File: config.mk
export PLATFORM = sky130hd
export DESIGN_NAME = spi3_reg_slave
export DESIGN_NICKNAME = d
export VERILOG_FILES = /design/src/rtl/spi3_pkg.sv /design/src/rtl/spi3_sync.sv /design/src/rtl/spi3_bit_engine.sv /design/src/rtl/spi3_reg_slave.sv
export SDC_FILE = /design/constraint.sdc
export NUM_CORES = 1
export LEC_CHECK = 0
export BUFFER_PORTS_ARGS = -buffer_cell sky130_fd_sc_hd__buf_2
export CAP_MARGIN = 20
export CELL_PAD_IN_SITES_DETAIL_PLACEMENT = 1
export CELL_PAD_IN_SITES_GLOBAL_PLACEMENT = 2
export CORE_MARGIN = 2
export CORE_UTILIZATION = 34
export CTS_BUF_LIST = sky130_fd_sc_hd__clkbuf_16
export DETAILED_ROUTE_END_ITERATION = 10
export GPL_ROUTABILITY_DRIVEN = 0
export HOLD_SLACK_MARGIN = 0.03
export PLACE_DENSITY_LB_ADDON = 0.1
export SYNTH_ARGS = -nofsm -noshare
export SYNTH_HDL_FRONTEND = slang
export SYNTH_HIERARCHICAL = 1
export SYNTH_SLANG_ARGS = --single-unit
File: constraint.sdc
create_clock -name clk_i -period 1.85 [get_ports clk_i]
set_input_delay 0.185 -clock clk_i [delete_from_list [all_inputs] [get_ports clk_i]]
set_output_delay 0.185 -clock clk_i [all_outputs]
set_load 0.05 [all_outputs]
File: src/rtl/spi3_pkg.sv
`timescale 1ns/1ps
package spi3_pkg;
  localparam int BYTE_W = 8;
  localparam int ADDR_W = 6;

  typedef enum logic {PH_CMD, PH_DATA} phase_e;

  typedef struct packed {
    logic              rd;
    logic              inc;
    logic [ADDR_W-1:0] addr;
  } cmd_t;
endpackage

File: src/rtl/spi3_sync.sv
`timescale 1ns/1ps
module spi3_sync #(
  parameter int               WIDTH   = 3,
  parameter int               STAGES  = 2,
  parameter logic [WIDTH-1:0] RST_VAL = '0
) (
  input  logic             clk_i,
  input  logic             rst_ni,
  input  logic [WIDTH-1:0] d_i,
  output logic [WIDTH-1:0] q_o
);
  logic [STAGES-1:0][WIDTH-1:0] stg_q;

  always_ff @(posedge clk_i or negedge rst_ni) begin
    if (!rst_ni) begin
      for (int i = 0; i < STAGES; i++) stg_q[i] <= RST_VAL;
    end else begin
      stg_q[0] <= d_i;
      for (int i = 1; i < STAGES; i++) stg_q[i] <= stg_q[i-1];
    end
  end

  assign q_o = stg_q[STAGES-1];
endmodule

File: src/rtl/spi3_bit_engine.sv
`timescale 1ns/1ps
module spi3_bit_engine
  import spi3_pkg::*;
(
  input  logic              clk_i,
  input  logic              rst_ni,
  input  logic              active_i,
  input  logic              rise_i,
  input  logic              sdi_i,
  output logic              byte_done_o,
  output logic [BYTE_W-1:0] byte_o,
  output phase_e            phase_o
);
  localparam int              CNT_W = $clog2(BYTE_W);
  localparam logic [CNT_W-1:0] LAST = CNT_W'(BYTE_W - 1);

  logic [CNT_W-1:0]  cnt_q;
  logic [BYTE_W-1:0] sh_q;
  logic              done_q;
  phase_e            phase_q;

  always_ff @(posedge clk_i or negedge rst_ni) begin
    if (!rst_ni) begin
      cnt_q   <= '0;
      sh_q    <= '0;
      done_q  <= 1'b0;
      phase_q <= PH_CMD;
    end else begin
      done_q <= 1'b0;
      if (!active_i) begin
        // frame ended or aborted: drop any partial byte
        cnt_q   <= '0;
        phase_q <= PH_CMD;
      end else begin
        if (done_q) phase_q <= PH_DATA;
        if (rise_i) begin
          sh_q <= {sh_q[BYTE_W-2:0], sdi_i};
          if (cnt_q == LAST) begin
            cnt_q  <= '0;
            done_q <= 1'b1;
          end else begin
            cnt_q <= cnt_q + 1'b1;
          end
        end
      end
    end
  end

  assign byte_done_o = done_q;
  assign byte_o      = sh_q;
  assign phase_o     = phase_q;

  assert_done_after_rise_R2: assert property (@(posedge clk_i) disable iff (!rst_ni)
    done_q |-> $past(rise_i));
  assert_done_in_frame_R8: assert property (@(posedge clk_i) disable iff (!rst_ni)
    done_q |-> $past(active_i));
endmodule

File: src/rtl/spi3_reg_slave.sv
`timescale 1ns/1ps
module spi3_reg_slave
  import spi3_pkg::*;
#(
  parameter int SYNC_STAGES = 2
) (
  input  logic              clk_i,
  input  logic              rst_ni,
  input  logic              cs_ni,
  input  logic              sclk_i,
  input  logic              sdio_i,
  output logic              sdio_o,
  output logic              sdio_oe_o,
  output logic [ADDR_W-1:0] reg_addr_o,
  output logic              reg_we_o,
  output logic [BYTE_W-1:0] reg_wdata_o,
  output logic              reg_re_o,
  input  logic [BYTE_W-1:0] reg_rdata_i
);
  logic [2:0] sync_q;
  logic       cs_s, sclk_s, sdi_s, sclk_prev_q;
  logic       active, rise, fall;

  spi3_sync #(.WIDTH(3), .STAGES(SYNC_STAGES), .RST_VAL(3'b100)) u_sync (
    .clk_i  (clk_i),
    .rst_ni (rst_ni),
    .d_i    ({cs_ni, sclk_i, sdio_i}),
    .q_o    (sync_q)
  );

  assign {cs_s, sclk_s, sdi_s} = sync_q;
  assign active = ~cs_s;
  assign rise   = active &  sclk_s & ~sclk_prev_q;
  assign fall   = active & ~sclk_s &  sclk_prev_q;

  logic              byte_done;
  logic [BYTE_W-1:0] byte_val;
  phase_e            phase;
  cmd_t              cmd;

  spi3_bit_engine u_engine (
    .clk_i       (clk_i),
    .rst_ni      (rst_ni),
    .active_i    (active),
    .rise_i      (rise),
    .sdi_i       (sdi_s),
    .byte_done_o (byte_done),
    .byte_o      (byte_val),
    .phase_o     (phase)
  );

  assign cmd = cmd_t'(byte_val);

  logic              rd_q, inc_q, we_q, re_q, drive_q, sdo_q;
  logic [ADDR_W-1:0] addr_q;
  logic [BYTE_W-1:0] wdata_q, tx_q;
  logic              cmd_done, data_done;

  assign cmd_done  = byte_done && (phase == PH_CMD);
  assign data_done = byte_done && (phase == PH_DATA);

  always_ff @(posedge clk_i or negedge rst_ni) begin
    if (!rst_ni) begin
      sclk_prev_q <= 1'b0;
      rd_q        <= 1'b0;
      inc_q       <= 1'b0;
      we_q        <= 1'b0;
      re_q        <= 1'b0;
      drive_q     <= 1'b0;
      sdo_q       <= 1'b0;
      addr_q      <= '0;
      wdata_q     <= '0;
      tx_q        <= '0;
    end else begin
      sclk_prev_q <= sclk_s;
      we_q        <= 1'b0;
      re_q        <= 1'b0;
      // write address steps after its strobe, read address before the prefetch
      if (cmd_done)                      addr_q <= cmd.addr;
      else if (we_q && inc_q)            addr_q <= addr_q + 1'b1;
      else if (data_done && rd_q && inc_q) addr_q <= addr_q + 1'b1;
      if (!active) begin
        rd_q    <= 1'b0;
        inc_q   <= 1'b0;
        drive_q <= 1'b0;
      end else begin
        if (cmd_done) begin
          rd_q  <= cmd.rd;
          inc_q <= cmd.inc;
          re_q  <= cmd.rd;
        end else if (data_done) begin
          if (rd_q) re_q <= 1'b1;
          else begin
            we_q    <= 1'b1;
            wdata_q <= byte_val;
          end
        end
        if (re_q) tx_q <= reg_rdata_i;
        else if (fall && rd_q && phase == PH_DATA) begin
          drive_q <= 1'b1;
          sdo_q   <= tx_q[BYTE_W-1];
          tx_q    <= {tx_q[BYTE_W-2:0], 1'b0};
        end
      end
    end
  end

  assign sdio_o      = sdo_q;
  assign sdio_oe_o   = drive_q & ~cs_ni;
  assign reg_addr_o  = addr_q;
  assign reg_we_o    = we_q;
  assign reg_wdata_o = wdata_q;
  assign reg_re_o    = re_q;

  assert_no_drive_in_cmd_R7: assert property (@(posedge clk_i) disable iff (!rst_ni)
    drive_q |-> phase == PH_DATA);
  assert_drive_read_only_R7: assert property (@(posedge clk_i) disable iff (!rst_ni)
    drive_q |-> rd_q);
  assert_we_write_only_R4: assert property (@(posedge clk_i) disable iff (!rst_ni)
    reg_we_o |-> !rd_q);
  assert_strobe_exclusive_R4: assert property (@(posedge clk_i) disable iff (!rst_ni)
    !(reg_we_o && reg_re_o));
  assert_re_single_R9: assert property (@(posedge clk_i) disable iff (!rst_ni)
    reg_re_o |=> !reg_re_o);
  assert_addr_step_R6: assert property (@(posedge clk_i) disable iff (!rst_ni)
    (reg_we_o && inc_q) |=> reg_addr_o == $past(reg_addr_o) + 1'b1);
  assert_addr_fixed_R6: assert property (@(posedge clk_i) disable iff (!rst_ni)
    (reg_we_o && !inc_q) |=> $stable(reg_addr_o));
  assert_idle_quiet_R1: assert property (@(posedge clk_i) disable iff (!rst_ni)
    $past(cs_s) && cs_s |-> !reg_we_o && !reg_re_o);
endmodule

### Word level (Yosys, flattened, before mapping)

Index checks and enable logic that the tools add are counted.

| storage, ports and cells | value |
|---|---|
| bits in registers | 48 |
| output and inout port bits | 18 |

| cells by class | value |
|---|---|
| add/subtract/negate cells | 2 |
| mux-type cells | 28 |
| reduce and logical (&&, ||, !) cells | 18 |
| bitwise operators | 13 |
| eq/ne operators | 2 |

Operator list:

| cell | count |
|---|---|
| $mux W1 | 20 |
| $mux W6 | 3 |
| $mux W8 | 2 |
| $reduce_bool A2 Y1 | 5 |
| $mux W3 | 3 |
| $not A1 Y1 | 8 |
| $logic_and A1 B1 Y1 | 7 |
| $add A6 B1 Y6 const B | 1 |
| $reduce_and A2 Y1 | 3 |
| $and A1 B1 Y1 | 5 |
| $reduce_and A4 Y1 | 1 |
| $add A3 B1 Y3 const B | 1 |
| $eq A3 B3 Y1 const B | 1 |
| $reduce_and A3 Y1 | 1 |
| $reduce_bool A3 Y1 | 1 |
| $ne A2 B1 Y1 const B | 1 |

### Depth between registers and ports, before layout

Gate-level depths: netlist of run 1.

| depth | value |
|---|---|
| word-level depth | 8 |
| mapped depth | 6 |

### By module

The synthesis of run 1 kept the hierarchy.

By module, submodules not included:

| module | cells each | seq. area each (sq um) | instances | area each (sq um) |
|---|---|---|---|---|
| spi3_reg_slave | 129 | 725.7 | 1 | 1405.1 |
| spi3_bit_engine | 34 | 325.3 | 1 | 520.5 |
| spi3_sync | 9 | 152.6 | 1 | 175.2 |

### Worst setup path before layout of run 1

No wires, ideal clock.

| timing | value |
|---|---|
| path type | register to register |
| from | register u_sync.stg_q, in the netlist u_sync/q_o[2] |
| to | register u_engine.sh_q[0] (netlist: u_engine/byte_o[0]) |
| data arrival time | 1694 ps |
| data required time | 1725 ps |
| slack | 32 ps |
| cell stages (with the launch flop) | 6 |
| period minus slack after synthesis | 1818 ps |
| setup time | 125 ps |
| path through | dfstp_2 buf_4 clkbuf_1 nor3b_1 nand2_4 mux2_2 |

| on the way | value |
|---|---|
| cells in the longest elaborated chain, start to end | 4 |

Ends and longest elaborated chain:

| element | line | source |
|---|---|---|
| from (decl) | spi3_sync.sv:12 | `logic [STAGES-1:0][WIDTH-1:0] stg_q;` |
| $not A1 Y1 (no source line) | - |  |
| $and A1 B1 Y1 (2 in a row) | spi3_reg_slave.sv:33 | `assign rise = active & sclk_s & ~sclk_prev_q;` |
| via rise | spi3_reg_slave.sv:22 | `logic active, rise, fall;` |
| $reduce_and A2 Y1 (no source line) | - |  |
| to (signal assigned) | spi3_bit_engine.sv:37 | `sh_q <= {sh_q[BYTE_W-2:0], sdi_i};` |
| to (decl) | spi3_bit_engine.sv:18 | `logic [BYTE_W-1:0] sh_q;` |

The timed path passes the listed nets, and every way through them passes these cells.
A chain may end at the register's enable or synchronous reset.

### Worst setup path in the final report of run 1

| timing | value |
|---|---|
| from | register u_sync.stg_q, in the netlist u_sync/q_o[2] |
| to | register sdo_q (netlist: sdio_o) |

| on the way | value |
|---|---|
| cells in the longest elaborated chain, start to end | 6 |

Ends and longest elaborated chain:

| element | line | source |
|---|---|---|
| $not A1 Y1 (no source line) (*) | - |  |
| via active | spi3_reg_slave.sv:22 |  |
| $and A1 B1 Y1 (2 in a row) | spi3_reg_slave.sv:34 | `assign fall = active & ~sclk_s & sclk_prev_q;` |
| $logic_and A1 B1 Y1 (2 in a row) | spi3_reg_slave.sv:99 | `else if (fall && rd_q && phase == PH_DATA) begin` |
| $reduce_and A3 Y1 (no source line) (*) | - |  |
| to (signal assigned) | spi3_reg_slave.sv:101 | `sdo_q <= tx_q[BYTE_W-1];` |
| to (decl) | spi3_reg_slave.sv:54 | `logic rd_q, inc_q, we_q, re_q, drive_q, sdo_q;` |

Mark *: on every way through the listed nets, which the timed path passes. The rest lies on a longest branch.

==> results of run 1 <==
synth_stat cells, types with 2 or more instances:
| cell | instances | share of area (%) |
|---|---|---|
| a221oi_1 | 3 | 1.3 |
| ha_1 | 3 | 1.8 |
| nand3_1 | 5 | 1.2 |
| nand2b_1 | 7 | 2.1 |
| a22oi_1 | 2 | 0.71 |
| mux2_1 | 3 | 1.6 |
| inv_1 | 4 | 0.71 |
| nand3b_1 | 2 | 0.71 |
| o21ai_0 | 8 | 1.9 |
| mux2_2 | 15 | 8.0 |
| o21ai_1 | 5 | 1.2 |
| nand2_1 | 11 | 2.0 |
| buf_4 | 5 | 1.8 |
| a222oi_1 | 3 | 1.4 |
| dfrtp_1 | 46 | 55 |
| a21oi_1 | 4 | 0.95 |
| nor2_1 | 10 | 1.8 |
| o21a_1 | 2 | 0.71 |
| dfstp_2 | 2 | 2.5 |
| clkbuf_1 | 2 | 0.36 |
| nor2b_1 | 5 | 1.5 |
sequential cells by signal (all words and copies together), names as in the netlist, 3 cells and up:
| name | cells |
|---|---|
| u_engine/cnt_q | 3 |
| u_engine/byte_o | 8 |
| u_sync/q_o | 3 |
| reg_wdata_o | 8 |
| reg_addr_o | 6 |
| u_sync/stg_q | 3 |
| tx_q | 8 |
final timing paths:
path | from | to | depth (start not counted)
setup / recovery | u_sync/q_o[2]$_DFF_PN1_ | sdio_o$_DFFE_PN0P_ | 4
hold / removal | reg_rdata_i[7] | tx_q[7]$_DFFE_PN0P_ | 3
setup reg to reg | u_sync/q_o[2]$_DFF_PN1_ | sdio_o$_DFFE_PN0P_ | 4
hold reg to reg | u_sync/stg_q[0]$_DFF_PN0_ | u_sync/q_o[0]$_DFF_PN0_ | 0
max in group asynchronous | rst_ni | u_sync/stg_q[2]$_DFF_PN1_ | 3
min in group asynchronous | rst_ni | reg_addr_o[2]$_DFFE_PN0P_ | 2
critical path, cell delays in order, from the launching register on:
cell and delay (ns):
dfstp_2 0.72, inv_1 0.27, nand2_2 0.20, nor2_2 0.05
mux2_1 0.31
final cells by class:
type	count	area [µm²]
Fill cell	650	3450
Sequential cell	48	1200
Multi-Input combinational cell	112	831
Timing Repair Buffer	37	225
Clock buffer	5	125
Tap cell	75	93.8
Inverter	4	15.0
Clock inverter	2	12.5
metal layers:
metal  routed length, µm  vias up  GRT usage [%]
met4                  23        0           2.95
met1                2190      742           20.6
met3                 132        2           3.59
met2                2050       20           22.2
li1                    -      685              -
met5                   0        -              0
repair_timing:
item                                   in CTS  in global routing
hold buffers                                4                  0
endpoints found under the hold margin      25                  0
gates resized for setup                     0                  1
setup endpoints to repair                   0                  9
logic make-up (layout without fill, tap and decap cells):
logic type,Yosys count,count (layout)
mux,19,19
fa+ha+maj,3,3
compound gates,34,34
simple gates,56,56
buf+inv,12,48
flops,48,48
metrics by stage:
| stage | hold slack [ns] | util (%) | cell area (µm²) | cells | total power [mW] |
|---|---|---|---|---|---|
| global placement | 0.195 | 39.0 | 2320 | 272 | 1.27 |
| finish | 0.145 | 42.1 | 2510 | 283 | 2.11 |
| detailed placement | 0.205 | 39.0 | 2320 | 272 | 1.28 |
| CTS | 0.142 | 42.0 | 2500 | 283 | 2.15 |
| floorplan | -0.111 | - | 2100 | 172 | 1.21 |
| global route | 0.149 | 42.1 | 2510 | 283 | 2.22 |
power by group through the flow:
stage,clock network [mW],logic [mW],registers (mW)
floorplan,0,0.0576,1.15
global placement,0,0.0909,1.18
detailed placement,0,0.0996,1.18
CTS,0.882,0.107,1.16
global route,0.935,0.115,1.17
finish,0.852,0.103,1.16
==> results_dict.tcl, run 1 <==
set metrics [dict create \
    synth_compound_area_share_pct 11.1 \
    wl_per_cell_um 15.5 \
    ys_types 46 \
    cts_setup_buffers 0 \
    dieArea_um2 6820 \
    maxCapViolations 0 \
    mostFrequentLayoutCell "dfrtp_1" \
    synth_area_um2 2100 \
    dp_worst_setup_slack_ns 0.0175 \
    drt-initial-drc-count 64 \
    switching_share_pct 22.0 \
    arrival_ns 1.83 \
    grt_overflow 0 \
    port_buffers 30 \
    p_leak_nw 1.19 \
    initial_core_util_pct 35.3 \
    synth_cells 172 \
    via_per_inst 5.12 \
    max_freq_mhz 599 \
    synthesis.nets 188 \
    grt_max_degree 27 \
    nNetsFinal 224 \
    outcome "completed" \
    synthAdderAreaFrac_pct 1.79 \
    cts.sinks 48 \
    worstSetupPathType "reg2reg" \
    clock_skew_ns 0.00444 \
    die-width_um 82.6 \
    slew_headroom_pct 63.4 \
    hpwl_mm 3.13 \
    power_frac_clock_pct 40.3 \
    core_um2 5960 \
    p_int_mw 1.65 \
    fin_tns_setup_ns 0 \
    vias 1449 \
    r2r_slack_ns 0.18 \
    fin_crit_sh_pct 90.2 \
    path_max_fanout 14 \
    critical_path_required_ns 2.01 \
    antenna_found_initial 0 \
    ctsRootBufferMaster "clkbuf_16" \
    areaGrowthSynthToFinish_pct 19.3 \
    hp-class "in2reg" \
    p_switching_mw 0.465 \
    synth_seq_cells 48 \
    hold_viol 0 \
    cts_htree_levels 2 \
    startpoint_type "register" \
    worst_pin_slew_ns 0.549 \
    synth_top_family_by_area "simple AND/OR/NAND/NOR gates" \
    path_clk_slew_ns 0.06 \
    gr-usage-all-layers_pct 14.4 \
    muxShareOfSynthArea_pct 10.1 \
    slew_violations 0 \
    synth-main-ff-cell "dfrtp_1" \
    period_minus_slack_ns 1.67 \
    seq_area_frac_synth_pct 57.3 \
    synth_edf_count 0 \
    grt_pass1_vias 1469 \
    p_seq_share_pct 54.8 \
    grt_pass1_wl_mm 7.37 \
    drtAntennaViolNets 0 \
    cts_buffers 5 \
    drc 0 \
    drive_gt1_share_pct 31.3 \
    drtPass1Iterations 4 \
    die_h_um 82.6 \
    combPwrFrac_pct 4.9 \
    power_density_nw_per_um2 843 \
    antenna_cells 0 \
    setup_viol_count_final 0 \
    cts_max_path_buffers 2 \
    cts_tree "built" \
    synthXorXnorAreaFrac_pct 0 \
    end_kind "register" \
    postSynthAreaPerCell_um2 12.2 \
    ir_drop_uv 537 \
    fin_ws_ns 0.182 \
    rows 28 \
    synth-warning-count 6 \
    clk_latency_ns 0.28 \
    io_pins 31 \
    yosys.area_share.simple_pct 16.3 \
    final_cell_mix "dfrtp_1 (46), buf_2 (30), mux2_2 (15)" \
    routed_wl_mm 4.39 \
    rsz0062_at_grt "no" \
    synthArstFlopShare_pct 100 \
]
Note: power is estimated with default switching activity, not from simulation.
==> run 2: changes to the inputs <==
--- a/config.mk
+++ b/config.mk
@@ -15,7 +15,7 @@
 export DETAILED_ROUTE_END_ITERATION = 10
 export GPL_ROUTABILITY_DRIVEN = 0
 export HOLD_SLACK_MARGIN = 0.03
-export PLACE_DENSITY_LB_ADDON = 0.1
+export PLACE_DENSITY = 0.87
 export SYNTH_ARGS = -nofsm -noshare
 export SYNTH_HDL_FRONTEND = slang
 export SYNTH_HIERARCHICAL = 1
==> run 2 against run 1 <==
Critical endpoint unchanged. Sequential cell count stayed put. Clock power rose by 9.6%. Die area unchanged. Non-clock buffer count unchanged. Fmax increased by 2.7%. Worst setup slack improved by 0.044 ns. Global-route usage is 0.072 points lower. Register-to-register slack improved by 0.04 ns. Clock skew increased by 0.0014 ns. Sequential power barely moved. Sequential share of layout area about the same. Largest power group unchanged.
==> results_dict.tcl, run 2 (synthesis gave the netlist of run 1 again) <==
set metrics [dict create \
    initial_core_util_pct 35.3 \
    grt_pass1_vias 1518 \
    power_frac_clock_pct 42.8 \
    p_int_mw 1.67 \
    worst_pin_slew_ns 0.604 \
    maxCapViolations 0 \
    cts_tree "built" \
    cts_max_path_buffers 2 \
    hpwl_mm 2.90 \
    p_seq_share_pct 52.8 \
    areaGrowthSynthToFinish_pct 19.4 \
    wl_per_cell_um 15.0 \
    via_per_inst 5.06 \
    critical_path_required_ns 2.03 \
    die-width_um 82.6 \
    worstSetupPathType "reg2reg" \
    ctsRootBufferMaster "clkbuf_16" \
    path_clk_slew_ns 0.07 \
    power_density_nw_per_um2 871 \
    drtAntennaViolNets 0 \
    cts_buffers 5 \
    drt-initial-drc-count 83 \
    clock_skew_ns 0.00586 \
    startpoint_type "register" \
    arrival_ns 1.80 \
    dieArea_um2 6820 \
    grt_pass1_wl_mm 7.38 \
    path_max_fanout 14 \
    fin_tns_setup_ns 0 \
    max_freq_mhz 616 \
    ir_drop_uv 487 \
    routed_wl_mm 4.27 \
    die_h_um 82.6 \
    drtPass1Iterations 5 \
    final_cell_mix "dfrtp_1 (46), buf_2 (30), mux2_2 (15)" \
    nNetsFinal 224 \
    drive_gt1_share_pct 32.1 \
    switching_share_pct 23.7 \
    cts.sinks 48 \
    gr-usage-all-layers_pct 14.3 \
    drc 0 \
    grt_overflow 0 \
    clk_latency_ns 0.29 \
    io_pins 31 \
    antenna_cells 0 \
    setup_viol_count_final 0 \
    mostFrequentLayoutCell "dfrtp_1" \
    vias 1436 \
    fin_crit_sh_pct 87.8 \
    rows 28 \
    port_buffers 30 \
    slew_headroom_pct 59.7 \
    antenna_found_initial 0 \
    end_kind "register" \
    cts_setup_buffers 0 \
    hp-class "in2reg" \
    p_leak_nw 1.19 \
    core_um2 5960 \
    combPwrFrac_pct 4.4 \
    outcome "completed" \
    slew_violations 0 \
    p_switching_mw 0.518 \
    fin_util_pct 42.1 \
    n_fill_cell 665 \
    hold_viol 0 \
    cts_htree_levels 2 \
    rsz0062_at_grt "no" \
    period_minus_slack_ns 1.62 \
    grt_max_degree 49 \
]
run 2: cell type report:
type | count | area [µm²] | share of cell area (%)
Inverter | 4 | 15.0 | 0.599
Clock inverter | 3 | 26.3 | 1.05
Timing Repair Buffer | 37 | 213 | 8.48
Multi-Input combinational cell | 112 | 831 | 33.1
Sequential cell | 48 | 1200 | 48.0
Clock buffer | 5 | 125 | 4.99
Tap cell | 75 | 93.8 | 3.74
run 2: final timing paths:
kind | startpoint | cells after the start | slack, ns | to
min reg2reg | u_sync/stg_q[1]$_DFF_PN0_ | 0 | 0.35 | u_sync/q_o[1]$_DFF_PN0_
min | reg_rdata_i[6] | 3 | 0.13 | tx_q[6]$_DFFE_PN0P_
max | u_sync/q_o[2]$_DFF_PN1_ | 4 | 0.23 | sdio_o$_DFFE_PN0P_
max reg2reg | u_sync/q_o[2]$_DFF_PN1_ | 4 | 0.23 | sdio_o$_DFFE_PN0P_
max in group asynchronous | rst_ni | 3 | 0.92 | tx_q[0]$_DFFE_PN0P_
min in group asynchronous | rst_ni | 3 | 0.52 | reg_wdata_o[1]$_DFFE_PN0P_
run 2: power groups by stage:
stage / combinational (mW) / clock, mW / sequential (mW)
final: 0.0964 / 0.934 / 1.15
after CTS: 0.0991 / 0.954 / 1.15
after global placement: 0.0883 / 0 / 1.17
after detailed placement: 0.0924 / 0 / 1.17
after global routing: 0.109 / 0.992 / 1.16
after floorplan: 0.0576 / 0 / 1.15
run 2: repair_timing:
action                                  4_1_cts  5_1_grt
resized for setup                             0        1
endpoints found under the setup margin        0        8
endpoints found under the hold margin        49        0
hold buffers                                  4        0
run 2: worst max-delay path, stage by stage, from the launching register on:
cell and delay, ns:
dfstp_2 0.69, inv_1 0.27, nand2_2 0.19, nor2_2 0.05
mux2_1 0.31
run 2: per-stage QoR:
step / hold WS [ns] / cell area [µm²] / worst slack, ns / power, mW / instances
global placement: 0.296 / 2310 / 0.0894 / 1.26 / 272
finish: 0.126 / 2510 / 0.226 / 2.18 / 284
global route: 0.139 / 2510 / 0.0795 / 2.26 / 284
CTS: 0.128 / 2500 / 0.0461 / 2.21 / 284
floorplan: -0.111 / 2100 / 0.0317 / 1.21 / 172
detailed placement: 0.295 / 2310 / 0.0492 / 1.27 / 272
run 2: layer usage:
metal,vias up,track usage (%),wire length (µm)
li1,686,-,-
met4,0,4.43,30
met1,725,19.9,2060
met3,3,3.26,131
met5,-,0,0
met2,22,22.3,2050
==> run 3: changes to the inputs <==
--- a/config.mk
+++ b/config.mk
@@ -14,6 +14,7 @@
 export CTS_BUF_LIST = sky130_fd_sc_hd__clkbuf_16
 export DETAILED_ROUTE_END_ITERATION = 10
 export GPL_ROUTABILITY_DRIVEN = 0
+export GPL_TIMING_DRIVEN = 0
 export HOLD_SLACK_MARGIN = 0.03
 export PLACE_DENSITY = 0.87
 export SYNTH_ARGS = -nofsm -noshare
==> run 3 against run 2 <==
Worst setup slack better by 0.0047 ns. Sequential share of layout area fell by 1.1 points. Cell count is 1.8% higher. Register-to-register slack about the same. Count of clock-buffer cells in the layout stayed put. Core utilization grew 1.0 points. Combinational power up 16%. Critical path type unchanged. Critical endpoint unchanged. Largest power group unchanged.
==> results_dict.tcl, run 3 (synthesis gave the netlist of run 1 again) <==
set metrics [dict create \
    power_density_nw_per_um2 881 \
    drive_gt1_share_pct 32.2 \
    path_clk_slew_ns 0.06 \
    hp-class "in2reg" \
    grt_pass1_vias 1526 \
    end_kind "register" \
    ir_drop_uv 334 \
    wl_per_cell_um 16.0 \
    gr-usage-all-layers_pct 15.2 \
    clk_latency_ns 0.28 \
    via_per_inst 5.01 \
    drtAntennaViolNets 0 \
    core_um2 5960 \
    arrival_ns 1.78 \
    startpoint_type "register" \
    max_freq_mhz 617 \
    timing.hold.ws_ns 0.135 \
    rows 28 \
    die-width_um 82.6 \
    slew_headroom_pct 67.5 \
    mostFrequentLayoutCell "dfrtp_1" \
    drt-initial-drc-count 43 \
    antenna_cells 0 \
    worst_pin_slew_ns 0.486 \
    cts_buffers 5 \
    cts.sinks 48 \
    areaGrowthSynthToFinish_pct 22.3 \
    grt_overflow 0 \
    ctsRootBufferMaster "clkbuf_16" \
    cts_max_path_buffers 2 \
    period_minus_slack_ns 1.62 \
    setup_viol_count_final 0 \
    initial_core_util_pct 35.3 \
    io_pins 31 \
    die_h_um 82.6 \
    drc 0 \
    cts_htree_levels 2 \
    antenna_found_initial 0 \
    cts_tree "built" \
    postPlaceCellArea_um2 2340 \
    maxCapViolations 0 \
    fin_util_pct 43.1 \
    routed_wl_mm 4.61 \
    fin_crit_sh_pct 87.5 \
    dieArea_um2 6820 \
    clock_skew_ns 0.00520 \
    drtPass1Iterations 4 \
    hold_viol 0 \
    stdcell_area_um2 2570 \
    critical_path_required_ns 2.01 \
    hpwl_mm 3.06 \
    rsz0062_at_grt "no" \
    worstSetupPathType "reg2reg" \
    port_buffers 30 \
    final_cell_mix "dfrtp_1 (46), buf_2 (30), mux2_2 (15)" \
    nNetsFinal 229 \
    vias 1447 \
    cts_setup_buffers 0 \
    grt_pass1_wl_mm 7.73 \
    outcome "completed" \
    grt_max_degree 49 \
    p_leak_nw 1.22 \
    slew_violations 0 \
    path_max_fanout 14 \
]
[run 3: per-stage QoR]
stage               std cells  setup slack [ns]  power [mW]  setup TNS (ns)
floorplan                 172            0.0317        1.21               0
global placement          277            -0.294        1.26           -2.60
detailed placement        277            -0.334        1.27           -2.94
CTS                       287             0.208        2.28               0
global route              289            0.0837        2.34               0
finish                    289             0.230        2.26               0
[run 3: timing repair]
| action | in CTS | in global routing |
|---|---|---|
| gates resized for setup | 1 | 0 |
| endpoints found under the setup margin | 12 | 0 |
| hold buffers | 3 | 1 |
| endpoints found under the hold margin | 3 | 13 |
[run 3: worst max-delay path, cell delays in order, from the launching register on]
cell	delay (ns)
dfstp_2	0.51
buf_4	0.20
inv_1	0.22
nand2_2	0.19
nor2_2	0.06
mux2_1	0.32
[run 3: metal layers]
metal | global-route usage, % | vias up | wire, µm
met5 | 0 | - | 0
met2 | 24.3 | 21 | 2300
met1 | 20.1 | 725 | 2110
met4 | 6.23 | 0 | 66
li1 | - | 695 | -
met3 | 3.37 | 6 | 129
[run 3: final timing paths]
check	depth (start not counted)	endpoint	slack, ns	start
worst max-delay path	5	sdio_o$_DFFE_PN0P_	0.23	u_sync/q_o[2]$_DFF_PN1_
worst min-delay path	2	tx_q[0]$_DFFE_PN0P_	0.14	reg_rdata_i[0]
worst max register to register	5	sdio_o$_DFFE_PN0P_	0.23	u_sync/q_o[2]$_DFF_PN1_
worst min register to register	0	u_sync/q_o[1]$_DFF_PN0_	0.35	u_sync/stg_q[1]$_DFF_PN0_
max in group asynchronous	3	u_sync/q_o[2]$_DFF_PN1_	0.96	rst_ni
min in group asynchronous	2	reg_wdata_o[2]$_DFFE_PN0P_	0.33	rst_ni
[run 3: layout make-up]
class	count	area, µm²
timing repair buffer	35	210
multi-input combinational	112	831
inverter	4	15.0
tap	75	93.8
clock buffer	5	125
buffer	7	52.6
sequential	48	1200
clock inverter	3	37.5
fill	667	3390
[run 3: power breakdown]
group          total, mW  internal, mW  leakage, nW  switching, mW
Clock               1.00         0.628       0.0789          0.373
Combinational      0.112        0.0598        0.535         0.0518
Sequential          1.15          1.10        0.609         0.0498
Total               2.26          1.79         1.22          0.475
